==> src/rtl/pvreg_pkg.sv <==
package pvreg_pkg;
  localparam int OFS_HOSTF   = 0;
  localparam int OFS_GUESTF  = 4;
  localparam int OFS_PFN     = 8;
  localparam int OFS_QSIZE   = 12;
  localparam int OFS_QSEL    = 14;
  localparam int OFS_NOTIFY  = 16;
  localparam int OFS_STATUS  = 18;
  localparam int OFS_ISR     = 19;
  localparam int OFS_CFGVEC  = 20;
  localparam int OFS_QVEC    = 22;
  localparam int COMMON_PLAIN = 20;
  localparam int COMMON_MSG   = 24;
  localparam int BAD_FEAT_BIT = 30;
  localparam logic [31:0] FIXED_FEATS = 32'h5100_0000;
  localparam logic [15:0] NO_VEC = 16'hFFFF;

  function automatic logic [31:0] size_mask(input logic [1:0] sz);
    case (sz)
      2'd0:    return 32'h0000_00FF;
      2'd1:    return 32'h0000_FFFF;
      default: return 32'hFFFF_FFFF;
    endcase
  endfunction
endpackage

==> src/rtl/pvreg_queue_bank.sv <==
module pvreg_queue_bank #(
  parameter int NUM_QUEUES  = 4,
  parameter int NUM_VECTORS = 3,
  localparam int SEL_W = (NUM_QUEUES > 1) ? $clog2(NUM_QUEUES) : 1
) (
  input  logic             clk,
  input  logic             rst_n,
  input  logic             soft_rst,
  input  logic             wr_sel,
  input  logic             wr_pfn,
  input  logic             wr_qvec,
  input  logic             wr_cfgvec,
  input  logic [31:0]      wd,
  input  logic [SEL_W-1:0] ev_idx,
  output logic [SEL_W-1:0] qsel,
  output logic [31:0]      sel_pfn,
  output logic [15:0]      sel_qvec,
  output logic [15:0]      cfg_vec,
  output logic [15:0]      ev_vec
);
  import pvreg_pkg::*;

  logic [NUM_QUEUES-1:0][31:0] pfn_all;
  logic [NUM_QUEUES-1:0][15:0] vec_all;
  logic [15:0] new_vec;
  logic        clr;

  assign clr     = !rst_n || soft_rst;
  assign new_vec = (32'(wd[15:0]) < 32'(NUM_VECTORS)) ? wd[15:0] : NO_VEC;

  always_ff @(posedge clk) begin
    if (clr) begin
      qsel    <= '0;
      cfg_vec <= NO_VEC;
    end else begin
      if (wr_sel && (wd < 32'(NUM_QUEUES))) qsel <= wd[SEL_W-1:0];
      if (wr_cfgvec) cfg_vec <= new_vec;
    end
  end

  for (genvar g = 0; g < NUM_QUEUES; g++) begin : g_queue
    logic [31:0] pfn_r;
    logic [15:0] vec_r;
    always_ff @(posedge clk) begin
      if (clr) begin
        pfn_r <= '0;
        vec_r <= NO_VEC;
      end else if (qsel == SEL_W'(g)) begin
        if (wr_pfn)  pfn_r <= wd;
        if (wr_qvec) vec_r <= new_vec;
      end
    end
    assign pfn_all[g] = pfn_r;
    assign vec_all[g] = vec_r;
  end

  assign sel_pfn  = pfn_all[qsel];
  assign sel_qvec = vec_all[qsel];
  assign ev_vec   = (32'(ev_idx) < 32'(NUM_QUEUES)) ? vec_all[ev_idx] : NO_VEC;

  assert_qsel_range_R4: assert property (@(posedge clk) disable iff (!rst_n)
    32'(qsel) < 32'(NUM_QUEUES));
  assert_cfgvec_legal_R8: assert property (@(posedge clk) disable iff (!rst_n)
    (cfg_vec == NO_VEC) || (32'(cfg_vec) < 32'(NUM_VECTORS)));
  assert_reset_vectors_R5: assert property (@(posedge clk) disable iff (!rst_n)
    soft_rst |=> (cfg_vec == NO_VEC) && (qsel == '0) && (sel_pfn == '0));
endmodule

==> src/rtl/pvreg_irq_unit.sv <==
module pvreg_irq_unit (
  input  logic        clk,
  input  logic        rst_n,
  input  logic        soft_rst,
  input  logic        msi_en,
  input  logic        ev_queue_valid,
  input  logic [15:0] ev_vec,
  input  logic        ev_cfg,
  input  logic [15:0] cfg_vec,
  input  logic        rd_clr,
  output logic [7:0]  isr,
  output logic        irq,
  output logic        msg_valid,
  output logic [15:0] msg_vector
);
  import pvreg_pkg::*;

  logic cfg_pend;
  logic q_fire;
  logic c_want;

  assign q_fire = msi_en && ev_queue_valid && (ev_vec != NO_VEC);
  assign c_want = msi_en && (ev_cfg || cfg_pend) && (cfg_vec != NO_VEC);

  always_ff @(posedge clk) begin
    if (!rst_n || soft_rst) begin
      isr <= '0;
    end else begin
      isr <= (rd_clr ? 8'h00 : isr) | {6'b0, ev_cfg, ev_queue_valid};
    end
  end

  always_ff @(posedge clk) begin
    if (!rst_n || soft_rst) begin
      msg_valid  <= 1'b0;
      msg_vector <= NO_VEC;
      cfg_pend   <= 1'b0;
    end else if (q_fire) begin
      msg_valid  <= 1'b1;
      msg_vector <= ev_vec;
      cfg_pend   <= c_want;
    end else if (c_want) begin
      msg_valid  <= 1'b1;
      msg_vector <= cfg_vec;
      cfg_pend   <= 1'b0;
    end else begin
      msg_valid  <= 1'b0;
      cfg_pend   <= 1'b0;
    end
  end

  assign irq = !msi_en && isr[0];

  assert_isr_cleared_R6: assert property (@(posedge clk) disable iff (!rst_n)
    (rd_clr && !soft_rst && !ev_queue_valid && !ev_cfg) |=> (isr == 8'h00));
  assert_msg_has_vector_R9: assert property (@(posedge clk) disable iff (!rst_n)
    msg_valid |-> (msg_vector != NO_VEC));
  assert_irq_source_R7: assert property (@(posedge clk) disable iff (!rst_n)
    $rose(irq) |-> ($past(ev_queue_valid) || $past(msi_en)));
endmodule

==> src/rtl/pvreg_frontend.sv <==
module pvreg_frontend #(
  parameter int          ADDR_W            = 8,
  parameter int          NUM_QUEUES        = 4,
  parameter int          NUM_VECTORS       = 3,
  parameter int          QUEUE_SIZE        = 256,
  parameter logic [31:0] FALLBACK_FEATURES = 32'h0,
  localparam int SEL_W = (NUM_QUEUES > 1) ? $clog2(NUM_QUEUES) : 1
) (
  input  logic              clk,
  input  logic              rst_n,
  input  logic              req_valid,
  output logic              req_ready,
  input  logic              req_write,
  input  logic [ADDR_W-1:0] req_addr,
  input  logic [1:0]        req_size,
  input  logic [31:0]       req_wdata,
  output logic              rsp_valid,
  input  logic              rsp_ready,
  output logic [31:0]       rsp_rdata,
  input  logic              msi_en,
  input  logic [31:0]       dev_features,
  input  logic              ev_queue_valid,
  input  logic [SEL_W-1:0]  ev_queue_idx,
  input  logic              ev_cfg,
  output logic              irq,
  output logic              msg_valid,
  output logic [15:0]       msg_vector,
  output logic              notify_valid,
  output logic [15:0]       notify_queue,
  output logic              cfg_valid,
  output logic              cfg_write,
  output logic [ADDR_W-1:0] cfg_addr,
  output logic [1:0]        cfg_size,
  output logic [31:0]       cfg_wdata,
  input  logic [31:0]       cfg_rdata,
  output logic              dev_reset
);
  import pvreg_pkg::*;

  logic              acc;
  logic [31:0]       wmask;
  logic [31:0]       wd;
  logic [ADDR_W-1:0] common_len;
  logic              in_cfg;
  logic              wr_common;
  logic              rd_common;
  int                ofs;
  logic wr_gf, wr_pfn, wr_sel, wr_notify, wr_status, wr_cfgvec, wr_qvec;
  logic soft_rst;
  logic isr_rd;
  logic [31:0] rd_val;
  logic [31:0] guest_q;
  logic [7:0]  status_q;
  logic [SEL_W-1:0] qsel;
  logic [31:0] sel_pfn;
  logic [15:0] sel_qvec, cfg_vec, ev_vec;
  logic [7:0]  isr;

  assign req_ready  = !rsp_valid || rsp_ready;
  assign acc        = req_valid && req_ready;
  assign wmask      = size_mask(req_size);
  assign wd         = req_wdata & wmask;
  assign common_len = msi_en ? ADDR_W'(COMMON_MSG) : ADDR_W'(COMMON_PLAIN);
  assign in_cfg     = req_addr >= common_len;
  assign wr_common  = acc && req_write && !in_cfg;
  assign rd_common  = acc && !req_write && !in_cfg;
  assign ofs        = int'(req_addr);

  assign wr_gf     = wr_common && (ofs == OFS_GUESTF);
  assign wr_pfn    = wr_common && (ofs == OFS_PFN);
  assign wr_sel    = wr_common && (ofs == OFS_QSEL);
  assign wr_notify = wr_common && (ofs == OFS_NOTIFY);
  assign wr_status = wr_common && (ofs == OFS_STATUS);
  assign wr_cfgvec = wr_common && msi_en && (ofs == OFS_CFGVEC);
  assign wr_qvec   = wr_common && msi_en && (ofs == OFS_QVEC);
  assign isr_rd    = rd_common && (ofs == OFS_ISR);
  assign soft_rst  = (wr_status && (wd[7:0] == 8'h00)) || (wr_pfn && (wd == 32'h0));

  pvreg_queue_bank #(.NUM_QUEUES(NUM_QUEUES), .NUM_VECTORS(NUM_VECTORS)) u_bank (
    .clk(clk), .rst_n(rst_n), .soft_rst(soft_rst),
    .wr_sel(wr_sel), .wr_pfn(wr_pfn && (wd != 32'h0)), .wr_qvec(wr_qvec),
    .wr_cfgvec(wr_cfgvec), .wd(wd), .ev_idx(ev_queue_idx),
    .qsel(qsel), .sel_pfn(sel_pfn), .sel_qvec(sel_qvec),
    .cfg_vec(cfg_vec), .ev_vec(ev_vec)
  );

  pvreg_irq_unit u_irq (
    .clk(clk), .rst_n(rst_n), .soft_rst(soft_rst), .msi_en(msi_en),
    .ev_queue_valid(ev_queue_valid), .ev_vec(ev_vec), .ev_cfg(ev_cfg),
    .cfg_vec(cfg_vec), .rd_clr(isr_rd), .isr(isr), .irq(irq),
    .msg_valid(msg_valid), .msg_vector(msg_vector)
  );

  always_comb begin
    rd_val = 32'hFFFF_FFFF;
    if (in_cfg) begin
      rd_val = cfg_rdata;
    end else begin
      case (ofs)
        OFS_HOSTF:  rd_val = dev_features | FIXED_FEATS;
        OFS_GUESTF: rd_val = guest_q;
        OFS_PFN:    rd_val = sel_pfn;
        OFS_QSIZE:  rd_val = 32'(QUEUE_SIZE);
        OFS_QSEL:   rd_val = 32'(qsel);
        OFS_STATUS: rd_val = {24'h0, status_q};
        OFS_ISR:    rd_val = {24'h0, isr};
        OFS_CFGVEC: if (msi_en) rd_val = {16'h0, cfg_vec};
        OFS_QVEC:   if (msi_en) rd_val = {16'h0, sel_qvec};
        default:    rd_val = 32'hFFFF_FFFF;
      endcase
    end
  end

  always_ff @(posedge clk) begin
    if (!rst_n || soft_rst) begin
      guest_q  <= '0;
      status_q <= '0;
    end else begin
      if (wr_gf)     guest_q  <= wd[BAD_FEAT_BIT] ? FALLBACK_FEATURES : wd;
      if (wr_status) status_q <= wd[7:0];
    end
  end

  always_ff @(posedge clk) begin
    if (!rst_n) begin
      rsp_valid    <= 1'b0;
      rsp_rdata    <= '0;
      notify_valid <= 1'b0;
      notify_queue <= '0;
      dev_reset    <= 1'b0;
    end else begin
      if (acc && !req_write) begin
        rsp_valid <= 1'b1;
        rsp_rdata <= rd_val & wmask;
      end else if (rsp_ready) begin
        rsp_valid <= 1'b0;
      end
      notify_valid <= wr_notify;
      if (wr_notify) notify_queue <= wd[15:0];
      dev_reset <= soft_rst;
    end
  end

  assign cfg_valid = acc && in_cfg;
  assign cfg_write = req_write;
  assign cfg_addr  = req_addr - common_len;
  assign cfg_size  = req_size;
  assign cfg_wdata = wd;

  assert_rsp_hold_R1: assert property (@(posedge clk) disable iff (!rst_n)
    (rsp_valid && !rsp_ready) |=> (rsp_valid && $stable(rsp_rdata)));
  assert_soft_reset_R5: assert property (@(posedge clk) disable iff (!rst_n)
    soft_rst |=> (status_q == 8'h00) && (guest_q == 32'h0) && dev_reset);
  assert_bad_feature_R3: assert property (@(posedge clk) disable iff (!rst_n)
    (wr_gf && wd[BAD_FEAT_BIT]) |=> (guest_q == FALLBACK_FEATURES));
  assert_notify_pulse_R12: assert property (@(posedge clk) disable iff (!rst_n)
    wr_notify |=> notify_valid);
endmodule

==> config.mk <==
export PLATFORM = sky130hd
export DESIGN_NAME = pvreg_frontend
export DESIGN_NICKNAME = d
export VERILOG_FILES = /design/src/rtl/pvreg_pkg.sv /design/src/rtl/pvreg_queue_bank.sv /design/src/rtl/pvreg_irq_unit.sv /design/src/rtl/pvreg_frontend.sv
export SDC_FILE = /design/constraint.sdc
export NUM_CORES = 1
export LEC_CHECK = 0
export CAP_MARGIN = 20
export CELL_PAD_IN_SITES_DETAIL_PLACEMENT = 1
export CELL_PAD_IN_SITES_GLOBAL_PLACEMENT = 1
export CORE_MARGIN = 2
export CORE_UTILIZATION = 35
export CTS_CLUSTER_DIAMETER = 200
export CTS_CLUSTER_SIZE = 24
export DETAILED_ROUTE_END_ITERATION = 10
export DONT_BUFFER_PORTS = 1
export PLACE_DENSITY = 0.6
export SETUP_SLACK_MARGIN = 0.2
export SKIP_LAST_GASP = 1
export SLEW_MARGIN = 20
export SYNTH_ARGS = -nofsm -noshare
export SYNTH_HDL_FRONTEND = slang
export SYNTH_SLANG_ARGS = --single-unit
==> constraint.sdc <==
create_clock -name clk -period 5 [get_ports clk]
set_clock_uncertainty 0.1 [all_clocks]
set_input_delay 1.25 -clock clk [delete_from_list [all_inputs] [get_ports clk]]
set_output_delay 1.25 -clock clk [all_outputs]
set_load 0.01 [all_outputs]
==> metrics.md <==
| Metric | Value |
|---|---|
| Seq pwr share | `between 50% and 60%` |
| VDD IR-drop max | `approximately 0.00016 V` |
| RR Endpoint | `rsp_rdata[11]` |
| Asr flop ratio synth | `0%` |
| EDFF count, synth | `0` |
| Synth Instances | `approximately 1,700` |
| Cell area after synthesis | `0.01633 sq mm` |
| Clock power frac | `a little over a third` |
| Worst slack, placed | `roughly 0.49 ns` |
| Routed WL per cell | `between 20 and 30 um` |
| Fin area | `between 0.015 and 0.02 sq mm` |
| Fmax | `0.2328 GHz` |
| Antenna viol nets, final | `0` |
| Residual DRC | `0` |
| Register-to-Register Setup Slack | `between 1.5 and 2 ns` |
| CTS tree | `yes` |
| CTS Hold Bufs | `0` |
| Count of final hold-check violations | `0` |
| Layout Cells excl Fill | `2,161` |
| RePlAce Congestion | `slightly below 0.9` |
| # clock sinks | `320` |
| Die height | `between 200 and 250 um` |
| LEAKAGE | `between 6 and 7 nW` |
| Hold_sp | `guest_q[21]` |
| DP HPWL | `around 41,000 um` |
| Largest net degree at the start of global routing | `between 90 and 100` |
| FF-to-FF Start | `u_bank.qsel[1]` |
| Setup_tns | `0 ns` |
| Hold Crit Depth | `2` |
| Final setup fails | `0` |
| CTS H-tree lvls | `1` |
| Clock buffer depth | `3` |
| Switching share of power | `about 26%` |
| Via count | `around 13,000` |
| DR iter-0 viols | `a little under 800` |
| Crit path kind | `primary input to output pin` |
| Max-cap viol count | `0` |
| Crit-path max cell delay | `0.44 ns` |
| CTS Buf Count | `17` |
| Clock transition at path regs | `approximately 0.1 ns` |
| Outcome | `complete, no violations` |
| Initial Utilization | `roughly a third` |
| Initial antenna violation count | `1` |
| Total power | `between 4 and 5 mW` |
| Pint | `between 3 and 4 mW` |
| Global-route wire length before repair | `86,500 um` |
| Number of global-route vias before repair | `approximately 13,000` |
| NumNets Final | `roughly 1,700` |
| GRT overflow | `0` |
| HP Class | `register to register` |
| Buffers plus inverters on the worst setup path | `2` |
| Max FO, Critical Path | `11` |
| Placed cell area | `0.01657 sq mm` |
| Core area | `around 0.046 sq mm` |
| RSZ-0062 raised after global routing | `no` |
| Post-Synthesis Net Count | `1,799` |
| Slowest-stage cell, CP | `fa_1` |
| Synth Flop Type | `dfxtp_1` |
| Final worst-path cycle share | `85.91%` |
| IO buf count | `0` |
| Hold EP | `guest_q[21]` |
| Fin crit period | `4.296 ns` |
| Root Buffer | `clkbuf_16` |
| GR Util All Layers | `a little under a quarter` |
| Yosys cell types | `79` |
| Hold Slack | `between 0.3 and 0.4 ns` |
| Actual slew at the worst max-slew pin | `about 1.1 ns` |
| Die span in x | `220.0 um` |
| Die area | `about 0.048 sq mm` |
| Worst setup margin | `0.7044 ns` |
| Top delay family on crit path | `adder cells` |
| Clock latency on the worst-skew pair | `between 0.5 and 0.6 ns` |
| Logic pwr share | `between 6 and 7%` |
| Layout area overhead | `4.229%` |
| PwrDens | `257.9 mW/mm^2` |
| Yosys warning count | `0` |
| R2r worst-path depth | `6` |
| Slew HR | `24.57%` |
| Placed Instances | `approximately 2,100` |
| Max-slew violation count | `0` |
| Switching Power | `1.122 mW` |
| Flops & latches, synth | `320` |
| Post-CTS Resized | `0` |
| Share of cells above drive strength 1 | `around a tenth` |
| CP arrival | `just under 3 ns` |
| TritonRoute pass-1 iters | `4` |
| Critical Path Source Type | `primary input` |
| CP Depth | `7` |
| Seq/Total Area, Yosys | `approximately two fifths` |
| Cells along the critical path | `clkinv_1 > ha_1 > fa_1 > inv_1 > o21ai_1 > and2_1 > nor3_1` |
| Row count | `slightly below 80` |
| WP data required | `3.65 ns` |
| I/O pin cnt | `230` |
| Avg Cell Area, Syn | `between 9 and 10 sq um` |
| Final Util | `between 30% and 40%` |
| Post-CTS setup buffers | `0` |
| Average vias per placed instance | `around 6` |
| Crit path capture type | `output pin` |
| Total routed wirelength | `around 59,000 um` |
==> cell type report <==
| cell class | instances | area, sq um |
|---|---|---|
| repair buffers | 50 | 425.4 |
| flip-flops and latches | 320 | 6411 |
| clock inverters | 1 | 16.27 |
| well taps | 607 | 759.5 |
| fillers | 5193 | 29240 |
| multi-input cells | 1153 | 8937 |
| diodes | 1 | 2.502 |
| inverters | 11 | 41.29 |
| clock buffers | 18 | 429.2 |
==> power by group through the flow <==
stage                     clock network (mW)  logic, mW  registers, mW
after CTS                               1.58      0.282           2.58
after floorplan                            0      0.223           2.63
after detailed placement                   0      0.281           2.64
after global placement                     0      0.278           2.64
final                                   1.53      0.284           2.58
after global routing                    1.66      0.305           2.58
==> cells in the final DEF (no fill, tap or decap), types with 5 or more instances in the layout <==
cell         n
and4_1       7
o21ai_1     16
buf_4       46
mux4_2      55
nor4_1       7
o31ai_1     26
nand4_1     16
nor2b_1     18
nand3_1     36
mux4_1       9
and2_1      19
nor3_2       6
or4_1        5
a21oi_1    105
nand2_1     94
inv_1        9
nand3b_1    18
a21boi_0    18
a221oi_1    14
dfxtp_1    318
nor4b_1      6
nor2_1      78
a211oi_1    16
o221ai_1     7
mux2i_1    178
o21ai_0    111
a22o_1       8
o211ai_1   160
nor3_1      29
clkbuf_16   17
nand2b_1    11
a2111oi_0   10
==> worst min-delay path: cells and delay by family, from the launching register on <==
family             cells  cell delay, ns
DFF                    1            0.32
and+or+nand+nor        1            0.05
AOI/OAI and AO/OA      1            0.05
==> layer usage <==
metal / global-route usage [%] / vias to the layer above / routed length, um
met3: 4.900 / 42 / 3912
li1: - / 6071 / -
met4: 4.430 / 0 / 903
met1: 34.88 / 6883 / 28560
met2: 34.95 / 343 / 25330
met5: 0 / - / 0
==> worst max path at each step <==
stage               startpoint                          end  slack [ns]
finish                  msi_en                    cfg_valid        0.70
floorplan               msi_en                    cfg_valid        0.29
detailed placement      msi_en  u_bank.g_queue[1].pfn_r[16]        0.49
CTS                     msi_en                    cfg_valid        0.69
global route            msi_en                    cfg_valid        0.50
global placement        msi_en  u_bank.g_queue[1].pfn_r[15]        0.57
==> sequential cells by signal (all words and copies together), names as in the netlist, 8 cells and up <==
register              cells
u_bank.cfg_vec           16
notify_queue             16
u_bank.g_queue.pfn_r    128
rsp_rdata                32
u_bank.g_queue.vec_r     64
u_irq.msg_vector         16
status_q                  8
guest_q                  31
==> cells by family after synthesis <==
kind of cell	synth area share [%]
AND/OR/NAND/NOR	12.42
adder cells (fa/ha/maj)	0.2758
AO/OA/AOI/OAI	21.28
multiplexers	20.15
flip-flops	39.22
buffers and inverters	6.435
XOR/XNOR	0.2145
==> synthesized netlist by cell type (all sizes together), types with 9 or more instances <==
cell type	number	share of area [%]
nand2	98	2.3
dfxtp	320	39
a2111oi	10	0.54
nor2b	19	0.73
a21oi	105	3.2
nor2	79	1.8
nand3	37	1.1
clkbuf	118	2.8
nor4	11	0.68
mux2i	178	11
o31ai	26	1.2
o21ai	128	3.9
buf	78	3.4
inv	9	0.21
nand2b	11	0.42
o211ai	160	7.4
nand4	17	0.69
and2	20	0.78
a221oi	18	1.1
nor3	35	1.2
a211oi	16	0.74
mux4	64	9.0
nand3b	18	0.83
a21boi	18	0.83
No activity file was read; power rests on OpenSTA's default activity.
